<file path="src/rtl/outreg_pkg.sv">
package outreg_pkg;
  localparam int WORD_W = 16;
  localparam int DATA_W = 12;
  localparam int ADDR_W = 3;
  localparam int DIR_BIT = WORD_W - 1;

  typedef struct packed {
    logic              to_input;
    logic [ADDR_W-1:0] addr;
    logic [DATA_W-1:0] data;
  } cmd_t;

  // two's complement -> inverted offset binary: flip every bit but the sign
  function automatic logic [DATA_W-1:0] tc_to_iob(input logic [DATA_W-1:0] d);
    return d ^ {1'b0, {(DATA_W-1){1'b1}}};
  endfunction

  function automatic logic [DATA_W-1:0] iob_midscale();
    return tc_to_iob('0);
  endfunction
endpackage

</file>
<file path="src/rtl/cmd_decode.sv">
module cmd_decode
  import outreg_pkg::*;
#(
  parameter int Y_ADDR = 1
) (
  input  logic              clk,
  input  logic              rst_n,
  input  logic              accept,
  input  logic [WORD_W-1:0] word,
  output cmd_t              cmd,
  output logic              out_wr,
  output logic              in_cmd_valid,
  output logic [ADDR_W-1:0] in_cmd_chan,
  output logic              plot_seek
);
  logic y_wr_q;

  always_comb begin
    cmd.to_input = word[DIR_BIT];
    cmd.addr     = word[DIR_BIT-1 -: ADDR_W];
    cmd.data     = word[DATA_W-1:0];
    out_wr       = accept && !cmd.to_input;
  end

  always_ff @(posedge clk) begin
    if (!rst_n) begin
      in_cmd_valid <= 1'b0;
      in_cmd_chan  <= '0;
      y_wr_q       <= 1'b0;
      plot_seek    <= 1'b0;
    end else begin
      in_cmd_valid <= accept && cmd.to_input;
      if (accept && cmd.to_input) in_cmd_chan <= cmd.addr;
      y_wr_q       <= out_wr && (cmd.addr == ADDR_W'(Y_ADDR));
      plot_seek    <= y_wr_q;
    end
  end
endmodule

</file>
<file path="src/rtl/out_slot.sv">
module out_slot
  import outreg_pkg::*;
#(
  parameter int ADDR   = 0,
  parameter bit RECODE = 1'b1
) (
  input  logic              clk,
  input  logic              rst_n,
  input  logic              wr,
  input  cmd_t              cmd,
  output logic [DATA_W-1:0] q
);
  logic [DATA_W-1:0] next_val;
  logic [DATA_W-1:0] rst_val;

  generate
    if (RECODE) begin : g_dac
      assign next_val = tc_to_iob(cmd.data);
      assign rst_val  = iob_midscale();
    end else begin : g_raw
      assign next_val = cmd.data;
      assign rst_val  = '0;
    end
  endgenerate

  always_ff @(posedge clk) begin
    if (!rst_n)                                       q <= rst_val;
    else if (wr && cmd.addr == ADDR_W'(ADDR))         q <= next_val;
  end
endmodule

</file>
<file path="src/rtl/flag_stretch.sv">
module flag_stretch #(
  parameter int SYNC_STAGES = 2,
  parameter int LEN         = 4
) (
  input  logic clk,
  input  logic rst_n,
  input  logic async_in,
  output logic flag
);
  localparam int CW = $clog2(LEN + 1);

  logic [SYNC_STAGES-1:0] sync;
  logic                   last;
  logic [CW-1:0]          cnt;

  generate
    for (genvar i = 0; i < SYNC_STAGES; i++) begin : g_sync
      always_ff @(posedge clk) begin
        if (!rst_n) sync[i] <= 1'b0;
        else if (i == 0) sync[i] <= async_in;
        else sync[i] <= sync[(i == 0) ? 0 : i-1];
      end
    end
  endgenerate

  always_ff @(posedge clk) begin
    if (!rst_n) begin
      last <= 1'b0;
      cnt  <= '0;
    end else begin
      last <= sync[SYNC_STAGES-1];
      if (sync[SYNC_STAGES-1] && !last) cnt <= CW'(LEN);
      else if (cnt != '0)               cnt <= cnt - 1'b1;
    end
  end

  assign flag = (cnt != '0);
endmodule

</file>
<file path="src/rtl/outreg_bank.sv">
module outreg_bank
  import outreg_pkg::*;
#(
  parameter int X_ADDR      = 0,
  parameter int Y_ADDR      = 1,
  parameter int Z_ADDR      = 2,
  parameter int FLAG_CYCLES = 4
) (
  input  logic              clk,
  input  logic              rst_n,
  input  logic              cmd_valid,
  output logic              cmd_ready,
  input  logic [WORD_W-1:0] cmd_word,
  output logic              in_cmd_valid,
  output logic [ADDR_W-1:0] in_cmd_chan,
  output logic [DATA_W-1:0] dac_x,
  output logic [DATA_W-1:0] dac_y,
  output logic [DATA_W-1:0] z_out,
  output logic              plot_seek,
  input  logic              plot_done_async,
  input  logic              ext_flag_async,
  output logic              host_flag_plot,
  output logic              host_flag_ext
);
  cmd_t cmd;
  logic out_wr;
  logic accept;

  assign cmd_ready = 1'b1;
  assign accept    = cmd_valid && cmd_ready;

  cmd_decode #(.Y_ADDR(Y_ADDR)) u_dec (
    .clk(clk), .rst_n(rst_n), .accept(accept), .word(cmd_word),
    .cmd(cmd), .out_wr(out_wr), .in_cmd_valid(in_cmd_valid),
    .in_cmd_chan(in_cmd_chan), .plot_seek(plot_seek)
  );

  out_slot #(.ADDR(X_ADDR), .RECODE(1'b1)) u_x (
    .clk(clk), .rst_n(rst_n), .wr(out_wr), .cmd(cmd), .q(dac_x));
  out_slot #(.ADDR(Y_ADDR), .RECODE(1'b1)) u_y (
    .clk(clk), .rst_n(rst_n), .wr(out_wr), .cmd(cmd), .q(dac_y));
  out_slot #(.ADDR(Z_ADDR), .RECODE(1'b0)) u_z (
    .clk(clk), .rst_n(rst_n), .wr(out_wr), .cmd(cmd), .q(z_out));

  logic [1:0] async_v;
  logic [1:0] flag_v;
  assign async_v = {ext_flag_async, plot_done_async};

  generate
    for (genvar f = 0; f < 2; f++) begin : g_flag
      flag_stretch #(.SYNC_STAGES(2), .LEN(FLAG_CYCLES)) u_fs (
        .clk(clk), .rst_n(rst_n), .async_in(async_v[f]), .flag(flag_v[f]));
    end
  endgenerate

  assign host_flag_plot = flag_v[0];
  assign host_flag_ext  = flag_v[1];
endmodule

</file>
<file path="config.mk">
export PLATFORM = sky130hd
export DESIGN_NAME = outreg_bank
export DESIGN_NICKNAME = d
export VERILOG_FILES = /design/src/rtl/outreg_pkg.sv /design/src/rtl/cmd_decode.sv /design/src/rtl/out_slot.sv /design/src/rtl/flag_stretch.sv /design/src/rtl/outreg_bank.sv
export SDC_FILE = /design/constraint.sdc
export NUM_CORES = 1
export LEC_CHECK = 0
export CAP_MARGIN = 5
export CORE_AREA = 10 10 71 73
export CTS_CLUSTER_SIZE = 30
export DETAILED_ROUTE_END_ITERATION = 12
export DIE_AREA = 0 0 81 83
export DONT_BUFFER_PORTS = 1
export HOLD_SLACK_MARGIN = 0.02
export PLACE_DENSITY = 0.74
export RECOVER_POWER = 100
export SETUP_SLACK_MARGIN = 0.02
export SLEW_MARGIN = 30
export SYNTH_ARGS = -nofsm -noshare
export SYNTH_HDL_FRONTEND = slang
export SYNTH_SLANG_ARGS = --single-unit
</file>
<file path="constraint.sdc">
create_clock -name clk -period 1.9 [get_ports clk]
set_input_delay 0.19 -clock clk [delete_from_list [all_inputs] [get_ports clk]]
set_output_delay 0.19 -clock clk [all_outputs]
set_load 0.01 [all_outputs]
</file>
======== Word level (Yosys, flattened, before mapping) ========
Cells that the tools add are included.
Widths: inputs -> output; s select.
word-level totals
  flip-flop bits (word level) ............. 54
  input port bits ......................... 21
  output and inout port bits .............. 44
  logic and storage cells ................. 44
operators by class
  add/sub/neg operators ................... 2
  equal/unequal tests ..................... 2
  mux-type cells .......................... 4
  bitwise gates (word level) .............. 2
  reduce and logical (&&, ||, !) cells .... 17
operators with widths
  kind                 count
  $mux 3               4
  $not 11->11          1
  $logic_and 1x1->1    7
  $reduce_bool 3->1    2
  $sub 3x1->3 const B  2
  $reduce_bool 2->1    2
  $reduce_or 2->1      2
  $eq 3x1->1 const B   1
  $eq 3x2->1 const B   1
  $logic_not 1->1      3
  $logic_not 3->1      1
  $not 1->1            1

======== Depth between registers and ports, before layout ========
  depth in word-level cells ............... 3
  mapped depth ............................ 6
  gate-level depth less buffers ........... 6

======== Cells and area by module ========
Synthesis repeated with hierarchy kept, for this count alone.
unflattened totals
  cell total of the unflattened synthesis .. 242
  area, all modules ....................... 2478.6 um^2
modules (own cells, without submodules)
  module           instances  cells each  area each (um^2)  seq. area each (um^2)
  out_slot at u_y  1          52          589.3             240.2
  out_slot at u_x  1          52          545.5             240.2
  flag_stretch     2          24          251.5             120.1
  out_slot at u_z  1          52          496.7             240.2
  cmd_decode       1          36          332.8             120.1
  outreg_bank      1          2           11.3              0.0

======== Least setup slack after synthesis ========
Ideal clock, no wire load.
  path type ............................... input to register
  start ................................... in cmd_word[15]
  end ..................................... reg u_y.q[10]
  setup time .............................. 0.120 ns
  data arrival time ....................... 1.221 ns
  required time ........................... 1.780 ns
  path slack .............................. 0.559 ns
  cell stages on the path ................. 5
  path buffers ............................ 2
  cell sequence ........................... nand2b_1 or4b_4 buf_6 buf_12 mux2i_1
between the ends
  longest elaborated chain between the ends .. 3
ends and longest elaborated chain
  what                  RTL line           text
  from (decl)           outreg_bank.sv:13  input logic [WORD_W-1:0] cmd_word,
  $logic_not 1->1       cmd_decode.sv:22   out_wr = accept && !cmd.to_input;
  $logic_and 1x1->1     cmd_decode.sv:22
  $logic_and 1x1->1     out_slot.sv:28     else if (wr && cmd.addr == ADDR_W'(ADDR)) q <= next_val;
  to (signal assigned)  out_slot.sv:27     if (!rst_n) q <= rst_val;
  to (signal assigned)  out_slot.sv:28
  to (decl)             out_slot.sv:11     output logic [DATA_W-1:0] q
No other way between the ends.
A chain may end at the register's enable or synchronous reset.

======== Worst setup path after layout ========
  start ................................... reg g_flag[1].u_fs.cnt[0]
  end ..................................... out host_flag_ext
between the ends
  longest elaborated chain between the ends .. 1
ends and longest elaborated chain
  what                    RTL line            text
  from (decl)             flag_stretch.sv:14  logic [CW-1:0] cnt;
  from (signal assigned)  flag_stretch.sv:32  if (sync[SYNC_STAGES-1] && !last) cnt <= CW'(LEN);
  from (signal assigned)  flag_stretch.sv:33  else if (cnt != '0) cnt <= cnt - 1'b1;
  $reduce_bool 3->1       flag_stretch.sv:37  assign flag = (cnt != '0);
  to (decl)               outreg_bank.sv:23   output logic host_flag_ext
No other way between the ends.

==> metrics <==
share of flip-flops with an asynchronous set or reset after synthesis 0; Layout Skew about 0.0011 ns; kind of critical path flop to output port; vertical die dimension 83 microns; result of the run completed; data required time of the worst path 1.71 ns; dominant combinational cell family by area after synthesis simple AND/OR/NAND/NOR gates; Cells after Synth 222; xor and xnor fraction of the mapped netlist area 0.00820; GRT Total Usage 0.133; crit path time final 1.48 ns; slowest stage delay, CP ~0.35 ns; Clock Tree Root clkbuf_8; multiplexer area fraction after synthesis 0.178; post-synthesis register bit count 54; Top Usage Layer GRT met2; via/cell ratio 5.27; die footprint 6720 sq um; Hold/Removal Path Class input port to flop; number of nets produced by synthesis between 200 and 250; vias post-DR 1429; register-to-register path setup slack 0.64 ns; power density cells 950 nW/um^2; DRT antenna net count 0; post-route cell area around 2200 sq um; highest-delay cell along the critical path dfxtp_1; initial antenna violation count 0; fraction of the mapped netlist area in adder cells 0.0351; Resize count post-CTS 0; fraction of final layout cells sized beyond drive strength 1 0.0224; register area 1080 sq um; final setup margin 0.417 ns; Post-DP HPWL 3.36 mm; synth-to-layout area growth 5.04%; total area of multi-input combinational cells 917 sq um; Slew Viols, Final 0; post-synth design cell area 2140 sq um; Worst Max-Slew Pin Slew roughly 0.9 ns; share of the clock period used by the worst path after layout 0.780; pin count of the biggest net entering global routing 44; maximum operating frequency 675 MHz; EDFF count, synth 0; post-CTS setup buffer count 0; global-route wire length before repair just over 7 mm; commonest cells after routing, fill and taps aside dfxtp_1, mux2i_1, nand2_1; Sink Count 54; core region area 3630 sq um; global-route track usage on met3 0.0776; Post-CTS Hold Fix Bufs 5; via count of the first global-routing pass 1453; initial cell density of the core 0.588; placed standard-cell area 2120 sq um; Detailed Routing Iterations Pass 1 4; number of nets in the finished design 250; clock slew seen by the registers of the worst setup and hold paths 0.09 ns; buffers added on ports 0; share of synthesized area occupied by flip-flops and latches 0.506; remaining max-slew budget at the tightest pin 0.383; count of pins on the block boundary 65; total inserted antenna cells 0; met1 demand-to-capacity share in global routing 0.142; TritonCTS clock tree built; Yosys warning count 0; Leakage Power 1.03 nW; Site Rows 22; distinct cell type count of the synthesized netlist 21; max-capacitance violation count 0; Avg Cell Area, Syn around 9.6 sq um; Clk Latency, worst-skew pair 0.29 ns; depth of the CTS H-tree 2; flip-flop cell with the highest count after synthesis dfxtp_1; detailed router's first-iteration violation count 71; Setup TNS Final 0 ns; TritonCTS Buffers 5; area share of and/or/nand/nor cells after synthesis 0.192; most frequent standard cell in the layout excluding fill and tap cells dfxtp_1; Place WS 0.337 ns; Avg WL per Cell 16.7 microns; gpl congestion 0.841; compound-cell area share of the yosys netlist 0.0164; worst endpoint data arrival time 1.29 ns; element type at the critical path start flop; Chip Width 81 microns; clock tree buffer depth 2; RSZ-0062 raised after global routing false; category of the worst setup path capture point output port; top fanout value on the critical path 5; met2 demand-to-capacity share in global routing 0.213; final routed wirelength across all metal layers 4.52 mm; drt drc 0; CP Cell Sequence inv_1 > ha_1 > ha_1 > inv_1; peak supply drop between 0.0005 and 0.0006 V; final count of negative-setup-slack endpoints 0; fill cell instance count of the final layout roughly 310; total congestion overflow 0; Final Hold Viols 0
[per-layer routing]
metal	wire, microns	up-vias
li1	-	704
met1	1730	673
met2	2160	50
met3	597	2
met4	32	0
met5	0	-
[cell families after synthesis]
kind of cell | count (synthesis)
AO/OA/AOI/OAI | 7
XOR/XNOR | 2
adder cells (fa/ha/maj) | 6
buffers and inverters | 25
flip-flops | 54
multiplexers | 38
other | 1
AND/OR/NAND/NOR | 89
[worst max-delay path: cells and delay by family, from the launching register on]
family / cells / cell delay (ns)
buffers and inverters: 2 / 0.19
adder cells (fa/ha/maj): 2 / 0.47
flip-flops: 1 / 0.35
[state kept, by name (all words and copies together), names as in the netlist]
name                count
g_flag.u_fs.cnt         6
g_flag.u_fs.sync        4
u_dec.y_wr_q            1
u_dec.in_cmd_valid      1
u_y.q                  12
u_dec.plot_seek         1
u_z.q                  12
u_x.q                  12
u_dec.in_cmd_chan       3
g_flag.u_fs.last        2
[worst paths after layout]
kind	from	depth (start not counted)	end
max reg2reg	g_flag[0].u_fs.cnt[0]	5	g_flag[0].u_fs.cnt[2]
min	cmd_word[10]	2	u_z.q[10]
max	g_flag[1].u_fs.cnt[0]	4	host_flag_ext
min reg2reg	g_flag[1].u_fs.sync[0]	1	g_flag[1].u_fs.sync[1]
[final cells by class]
class / instances / share of cell area
clock buffer: 7 / 0.0340
inverter: 11 / 0.0184
multi-input combinational: 143 / 0.409
sequential: 54 / 0.482
tap: 48 / 0.0268
timing repair buffer: 8 / 0.0301
[Yosys cell counts, types with 3 or more instances]
| cell | instances | area (sq um) |
|---|---|---|
| mux2i_1 | 38 | 380 |
| ha_1 | 6 | 75.1 |
| a21oi_1 | 7 | 35.0 |
| nor2_1 | 30 | 113 |
| clkbuf_1 | 7 | 26.3 |
| and2_1 | 18 | 113 |
| nand2_1 | 32 | 120 |
| nand3_1 | 3 | 15.0 |
| dfxtp_1 | 54 | 1080 |
| inv_1 | 11 | 41.3 |
| nand2b_1 | 3 | 18.8 |
[power by group]
group          switching [W]  internal, W
Combinational       0.000190     0.000139
Sequential         0.0000390      0.00119
Clock               0.000321     0.000254
[stage by stage]
step                power, W  hold WS, ns  cells  utilization
finish               0.00213       0.0305    271        0.617
global route         0.00227       0.0207    271        0.617
CTS                  0.00217       0.0221    270        0.619
detailed placement   0.00158        0.321    258        0.585
global placement     0.00155        0.317    258        0.585
floorplan            0.00153        0.317    222            -
No activity file was read; power rests on OpenSTA's default activity.
